$ cat config.mk
export PLATFORM = sky130hd
export DESIGN_NAME = memRouteTop
export DESIGN_NICKNAME = d
export VERILOG_FILES = /design/src/rtl/memRoutePkg.sv /design/src/rtl/winCmp.sv /design/src/rtl/rangeDp.sv /design/src/rtl/routeCtl.sv /design/src/rtl/memRouteTop.sv
export SDC_FILE = /design/constraint.sdc
export NUM_CORES = 1
export LEC_CHECK = 0
export ABC_AREA = 1
export BUFFER_PORTS_ARGS = -buffer_cell sky130_fd_sc_hd__buf_2
export CELL_PAD_IN_SITES_DETAIL_PLACEMENT = 2
export CELL_PAD_IN_SITES_GLOBAL_PLACEMENT = 2
export CORE_MARGIN = 1.5
export CORE_UTILIZATION = 34
export DETAILED_ROUTE_END_ITERATION = 8
export HOLD_SLACK_MARGIN = 0.1
export PLACE_DENSITY_LB_ADDON = 0.1
export SLEW_MARGIN = 0
export SYNTH_ARGS = -nofsm -noshare
export SYNTH_HDL_FRONTEND = slang
export SYNTH_HIERARCHICAL = 1
export SYNTH_SLANG_ARGS = --single-unit
export TNS_END_PERCENT = 30
$ cat constraint.sdc
create_clock -name clk -period 1.4 [get_ports clk]
set_clock_uncertainty 0.15 [all_clocks]
set_input_delay 0.14 -clock clk [delete_from_list [all_inputs] [get_ports clk]]
set_output_delay 0.14 -clock clk [all_outputs]
set_load 0.1 [all_outputs]
$ cat src/rtl/memRoutePkg.sv
package memRoutePkg;
  localparam int DEST_W = 3;
  localparam logic [DEST_W-1:0] DEST_NONE = 3'b000;
  localparam logic [DEST_W-1:0] DEST_DRAM = 3'b001;
  localparam logic [DEST_W-1:0] DEST_PCI  = 3'b010;
  localparam logic [DEST_W-1:0] DEST_XBUS = 3'b100;

  localparam int WIN_DRAM    = 0;
  localparam int WIN_HOLE    = 1;
  localparam int WIN_SMRAM   = 2;
  localparam int WIN_BIOS    = 3;
  localparam int WIN_BIOSTOP = 4;
  localparam int NUM_WIN     = 5;

  typedef struct packed {
    logic              load;
    logic [DEST_W-1:0] dest;
  } routeStrobeT;
endpackage

$ cat src/rtl/winCmp.sv
module winCmp #(
  parameter int unsigned ADDR_W = 32
) (
  input  logic [ADDR_W-1:0] addr,
  input  logic [ADDR_W:0]   lo,
  input  logic [ADDR_W:0]   hiExcl,
  input  logic              enable,
  output logic              hit
);
  logic [ADDR_W:0] addrExt;
  assign addrExt = {1'b0, addr};
  assign hit = enable && (addrExt >= lo) && (addrExt < hiExcl);
endmodule

$ cat src/rtl/rangeDp.sv
module rangeDp
  import memRoutePkg::*;
#(
  parameter int unsigned ADDR_W         = 32,
  parameter int unsigned CODE_W         = 2,
  parameter int unsigned SMRAM_MIN_LOG2 = 17,
  parameter logic [ADDR_W-1:0] LOW_BASE      = 32'h0010_0000,
  parameter logic [ADDR_W-1:0] BIOS_BASE     = 32'hFFC0_0000,
  parameter logic [ADDR_W-1:0] BIOS_TOP_BASE = 32'hFFF8_0000
) (
  input  logic              clk,
  input  logic              rst,
  input  logic [ADDR_W-1:0] addr,
  input  logic [ADDR_W-1:0] tom,
  input  logic              holeEn,
  input  logic [ADDR_W-1:0] holeBase,
  input  logic [ADDR_W-1:0] holeSize,
  input  logic              smramEn,
  input  logic [CODE_W-1:0] smramCode,
  input  routeStrobeT       strobe,
  output logic [NUM_WIN-1:0] winHit,
  output logic [DEST_W-1:0] destOut,
  output logic              destValid
);
  localparam logic [ADDR_W:0] SMRAM_MIN = (ADDR_W+1)'(1) << SMRAM_MIN_LOG2;
  localparam logic [ADDR_W:0] SPACE_END = {1'b1, {ADDR_W{1'b0}}};

  logic [ADDR_W:0] tomExt;
  logic [ADDR_W:0] smramSize;
  logic [ADDR_W:0] winLo [NUM_WIN];
  logic [ADDR_W:0] winHi [NUM_WIN];
  logic [NUM_WIN-1:0] winEn;
  logic [NUM_WIN-1:0] rawHit;

  assign tomExt    = {1'b0, tom};
  assign smramSize = SMRAM_MIN << smramCode;

  always_comb begin
    winLo[WIN_DRAM]    = {1'b0, LOW_BASE};
    winHi[WIN_DRAM]    = tomExt;
    winLo[WIN_HOLE]    = {1'b0, holeBase};
    winHi[WIN_HOLE]    = {1'b0, holeBase} + {1'b0, holeSize};
    winLo[WIN_SMRAM]   = (tomExt >= smramSize) ? (tomExt - smramSize) : '0;
    winHi[WIN_SMRAM]   = tomExt;
    winLo[WIN_BIOS]    = {1'b0, BIOS_BASE};
    winHi[WIN_BIOS]    = SPACE_END;
    winLo[WIN_BIOSTOP] = {1'b0, BIOS_TOP_BASE};
    winHi[WIN_BIOSTOP] = SPACE_END;
    winEn = '1;
    winEn[WIN_HOLE]  = holeEn;
    winEn[WIN_SMRAM] = smramEn;
  end

  for (genvar g = 0; g < NUM_WIN; g++) begin : gWin
    winCmp #(.ADDR_W(ADDR_W)) i_winCmp (
      .addr  (addr),
      .lo    (winLo[g]),
      .hiExcl(winHi[g]),
      .enable(winEn[g]),
      .hit   (rawHit[g])
    );
  end

  // hole and SMRAM only carve into the DRAM range
  always_comb begin
    winHit = rawHit;
    winHit[WIN_HOLE]  = rawHit[WIN_HOLE]  && rawHit[WIN_DRAM];
    winHit[WIN_SMRAM] = rawHit[WIN_SMRAM] && rawHit[WIN_DRAM];
  end

  always_ff @(posedge clk or posedge rst) begin
    if (rst) begin
      destOut   <= DEST_NONE;
      destValid <= 1'b0;
    end else if (strobe.load) begin
      destOut   <= strobe.dest;
      destValid <= 1'b1;
    end else begin
      destOut   <= DEST_NONE;
      destValid <= 1'b0;
    end
  end
endmodule

$ cat src/rtl/routeCtl.sv
module routeCtl
  import memRoutePkg::*;
(
  input  logic               addrValid,
  input  logic [NUM_WIN-1:0] winHit,
  input  logic               initPci,
  input  logic               smmActive,
  input  logic               biosToXbus,
  output routeStrobeT        strobe
);
  logic smmCpu;
  assign smmCpu = !initPci && smmActive;

  always_comb begin
    strobe.load = addrValid;
    if (winHit[WIN_BIOSTOP])      strobe.dest = DEST_XBUS;
    else if (winHit[WIN_BIOS])    strobe.dest = biosToXbus ? DEST_XBUS : DEST_PCI;
    else if (winHit[WIN_SMRAM])   strobe.dest = smmCpu ? DEST_DRAM : DEST_PCI;
    else if (winHit[WIN_HOLE])    strobe.dest = DEST_PCI;
    else if (winHit[WIN_DRAM])    strobe.dest = DEST_DRAM;
    else                          strobe.dest = DEST_PCI;
  end
endmodule

$ cat src/rtl/memRouteTop.sv
module memRouteTop
  import memRoutePkg::*;
#(
  parameter int unsigned ADDR_W         = 32,
  parameter int unsigned CODE_W         = 2,
  parameter int unsigned SMRAM_MIN_LOG2 = 17
) (
  input  logic              clk,
  input  logic              rst,
  input  logic              addrValid,
  input  logic [ADDR_W-1:0] addr,
  input  logic              initPci,
  input  logic              smmActive,
  input  logic [ADDR_W-1:0] tom,
  input  logic              holeEn,
  input  logic [ADDR_W-1:0] holeBase,
  input  logic [ADDR_W-1:0] holeSize,
  input  logic              smramEn,
  input  logic [CODE_W-1:0] smramCode,
  input  logic              biosToXbus,
  output logic [2:0]        destOnehot,
  output logic              destValid
);
  logic [NUM_WIN-1:0] winHit;
  routeStrobeT strobe;

  rangeDp #(
    .ADDR_W(ADDR_W), .CODE_W(CODE_W), .SMRAM_MIN_LOG2(SMRAM_MIN_LOG2)
  ) i_rangeDp (
    .clk(clk), .rst(rst), .addr(addr), .tom(tom),
    .holeEn(holeEn), .holeBase(holeBase), .holeSize(holeSize),
    .smramEn(smramEn), .smramCode(smramCode), .strobe(strobe),
    .winHit(winHit), .destOut(destOnehot), .destValid(destValid)
  );

  routeCtl i_routeCtl (
    .addrValid(addrValid), .winHit(winHit), .initPci(initPci),
    .smmActive(smmActive), .biosToXbus(biosToXbus), .strobe(strobe)
  );
endmodule

==> results of run 1 <==
synth_stat cells, types with 10 or more instances:
cell	count	area, um^2
nor2_2	37	231
nor2_1	194	728
ha_1	351	4390
a21oi_1	151	756
xor2_1	17	149
nand3_1	66	330
nand4_1	34	213
o21a_1	10	75.1
inv_2	10	37.5
a21o_1	17	128
o21ai_0	31	155
inv_1	574	2150
nand2_1	683	2560
nor3_1	10	50.1
metrics by stage:
stage / instances / cell area, um^2 / hold WS [ps] / TNS [ps] / setup WS [ps]
floorplan: 2417 / 13300 / -244 / -3200 / -1480
global placement: 3317 / 16900 / -132 / -5480 / -2320
cells by family after synthesis:
group | Yosys count
xor gates and xnor gates | 19
AOI/OAI and AO/OA | 221
buffers and inverters | 590
adders and majority gates | 352
other | 2
DFF | 4
and+or+nand+nor | 1055
==> flow_metrics.tcl, run 1 <==
set metrics [dict create \
    postSynthCellCount 2243 \
    yosys_warnings 6 \
    hpwl_mm 57.7 \
    synth_edf_count 0 \
    synth_mux_area_share_pct 0 \
    tool.error "[ERROR DPL-0033] detailed placement checks failed during check placement." \
    io_pins 142 \
    syn_avg_cell_area_um2 5.59 \
    haltStage "detailed placement (3_5_place_dp)" \
    synth_simple_gate_area_share_pct 35.0 \
    ys.flop_type "dfrtp_1" \
    synth_xor_area_share_pct 1.33 \
    synth_fa_ha_area_share_pct 35.2 \
    die_y_um 195 \
    ys_ff_latch 4 \
    numPortBuffers 141 \
    gp_congestion 0.876 \
    seq_area_frac_synth_pct 0.799 \
    status "aborted with a tool error" \
    floorplan.initialDensity_pct 34.4 \
    synth_cell_types 37 \
    ys_async_sr_fraction_pct 100 \
    fp-row-count 70 \
    die_x_um 195 \
    synth_compound_area_share_pct 9.69 \
    synth_area_mm2 0.0125 \
    synth_top_family_by_area "adder cells" \
]
==> run 2: changes to the inputs <==
--- a/config.mk
+++ b/config.mk
@@ -7,13 +7,10 @@
 export LEC_CHECK = 0
 export ABC_AREA = 1
 export BUFFER_PORTS_ARGS = -buffer_cell sky130_fd_sc_hd__buf_2
-export CELL_PAD_IN_SITES_DETAIL_PLACEMENT = 2
-export CELL_PAD_IN_SITES_GLOBAL_PLACEMENT = 2
 export CORE_MARGIN = 1.5
-export CORE_UTILIZATION = 34
+export CORE_UTILIZATION = 25
 export DETAILED_ROUTE_END_ITERATION = 8
-export HOLD_SLACK_MARGIN = 0.1
-export PLACE_DENSITY_LB_ADDON = 0.1
+export PLACE_DENSITY_LB_ADDON = 0.15
 export SLEW_MARGIN = 0
 export SYNTH_ARGS = -nofsm -noshare
 export SYNTH_HDL_FRONTEND = slang
==> run 2 against run 1 <==
The flow now finishes, with violations (negative setup slack); synthesized area is the same; synthesized cell count is the same.
==> flow_metrics.tcl, run 2 <==
set metrics [dict create \
    status "complete, but fails checks" \
    violations "negative setup slack" \
    min_from "biosToXbus" \
    layout_common_cells "nand2_1 (608), inv_1 (546), buf_4 (302), ha_1 (292), conb_1 (176)" \
    crit_family "simple AND/OR/NAND/NOR gates" \
    p_per_area_mw_per_mm2 377 \
    dieArea_mm2 0.0515 \
    antenna_cells 0 \
    hpwl_mm 39.5 \
    setup_viol 3 \
    max_freq_mhz 312 \
    layout_setup_ws_ps -1800 \
    synthMostInstantiatedCell "nand2_1" \
    synth_cell_types 37 \
    place_area_mm2 0.0172 \
    cts_sinks 4 \
    synth_top_area_cell "ha_1" \
    synth_area_leaders "ha_1 (35%), nand2_1 (20%), inv_1 (17%), a21oi_1 (6.0%), nor2_1 (5.8%)" \
    clk_pin_slew_worst_paths_ps 30 \
    numPortBuffers 141 \
    finalNetCount 3361 \
    final_hold_viol_count 0 \
    grt_max_degree 23 \
    utilization_pct 38.0 \
    drtIter0Drc 436 \
    tritoncts "done" \
    syn_avg_cell_area_um2 5.59 \
    tns_ps -4290 \
    finalPower_mw 7.04 \
    peakVddDrop_v 0.000259 \
    postSynthCellCount 2243 \
    gr-total-overflow 0 \
    cpMaxStageDelayCell "ha_4" \
    synth_edf_count 0 \
    drc 0 \
    seq_area_frac_synth_pct 0.799 \
    start_kind "input pin" \
    crit_type "input pin to flip-flop" \
    timing.critical_path.from "smramCode[0]" \
    synth_area_mm2 0.0125 \
    cp.required_ps 1360 \
    fill_cells 5408 \
    holdWs_ps 134 \
    core_area_mm2 0.0492 \
    yosys-top-cells-count "nand2_1 (683), inv_1 (574), ha_1 (351), nor2_1 (194), a21oi_1 (151)" \
    die_y_um 227 \
    finalMaxSlewViolations 0 \
    pre_cts_slack_ps -2410 \
    grt_setup_unrepaired "true" \
    period_share_pct 229 \
    critical_path_buf_inv_count 8 \
    p_seq_share_pct 1.8 \
    final_cells 3533 \
    critPathCaptureType "flip-flop" \
    yosys_warnings 6 \
    htree_levels 1 \
    pwr-share-clk_pct 6.2 \
    leakage_nw 11.0 \
    maxCapViolations 0 \
    holdCritPathClass "input pin to flip-flop" \
    clockRootBuffer "clkbuf_16" \
    p_int_mw 3.43 \
    ys_async_sr_fraction_pct 100 \
    crit_arrival_ps 3170 \
    cpPeakStageDelay_ps 290 \
    min_period_ps 3200 \
    via_count 14700 \
    wl_mm 44.4 \
    die_x_um 227 \
    place_inst 3516 \
    wire_per_inst_um 12.6 \
    final_area_mm2 0.0187 \
    ant_nets 0 \
    grt_usage_pct 17.1 \
    grt_pass1_vias 14600 \
    combPwrFrac_pct 92.0 \
    cts_max_path_buffers 2 \
    regMostFlops "i_rangeDp/destOut" \
    via_per_inst 4.15 \
    gp_congestion 0.882 \
    p_switching_mw 3.61 \
    io_pins 142 \
    final_common_cell "nand2_1" \
    reg_top3 "i_rangeDp/destOut (3), i_rangeDp/destValid (1)" \
    yosysTopAreaCellShare_pct 35.1 \
    fp-row-count 81 \
    path_max_fanout 8 \
    antenna_found_initial 1 \
    crit_path_frequent_cell "nand2_1" \
    floorplan.initialDensity_pct 25.5 \
    largest_reg_flops 3 \
    numCtsBuffers 3 \
    drive_gt1_share_pct 26.4 \
    first_pass_iters 4 \
    syn_to_final_growth_pct 49.1 \
    ys_ff_latch 4 \
    switching_share_pct 51.3 \
    grt_pass1_wl_mm 69.7 \
    ys.flop_type "dfrtp_1" \
]
==> run 2: power groups by stage <==
stage                     registers (mW)  logic, mW  clock network, mW
final                              0.124       6.48              0.438
after global routing               0.125       7.41              0.449
after detailed placement           0.126       5.75                  0
after CTS                          0.124       5.96              0.444
after global placement             0.126       5.64                  0
after floorplan                    0.178       3.25                  0
==> run 2: per-layer routing <==
metal  vias up  GRT usage, %  wire length [um]
li1       8000             -                 -
met1      6476          21.1             20300
met2       154          33.0             22600
met3        43         0.143               571
met4         0          3.10               874
met5         -             0                 0
==> run 2: area by class of cell <==
class	count	area, um^2	area share, %
Timing Repair Buffer	455	3270	17.5
Clock buffer	3	75.1	0.402
Tap cell	664	831	4.45
Multi-Input combinational cell	1823	12200	65.3
Sequential cell	4	100	0.536
Inverter	584	2210	11.8
==> run 2: cells by family after synthesis <==
family,share of synthesized area (%)
compound gates,9.69
xor+xnor,1.33
fa+ha+maj,35.2
buf+inv,17.9
flops,0.799
other cells,0.0599
simple gates,35.0
==> run 2: path summary, 6_finish.rpt <==
path | to | slack [ps] | depth (start not counted)
min | i_rangeDp/destOut[2] | 130 | 4
max | i_rangeDp/destOut[0] | -1800 | 32
min in group asynchronous | i_rangeDp/destOut[1] | 190 | 3
max in group asynchronous | i_rangeDp/destValid | 770 | 3
==> run 2: timing repair <==
| item | 4_1_cts | 5_1_grt |
|---|---|---|
| resized for setup | 57 | 217 |
| endpoints found under the setup margin | 3 | 3 |
| buffers inserted | 3 | 6 |
| hold endpoints to repair | 7 | 1 |
| hold buffers | 1 | 1 |
| cloned | 0 | 3 |
| pin swaps | 17 | 88 |
Note: power is estimated with default switching activity, not from simulation.
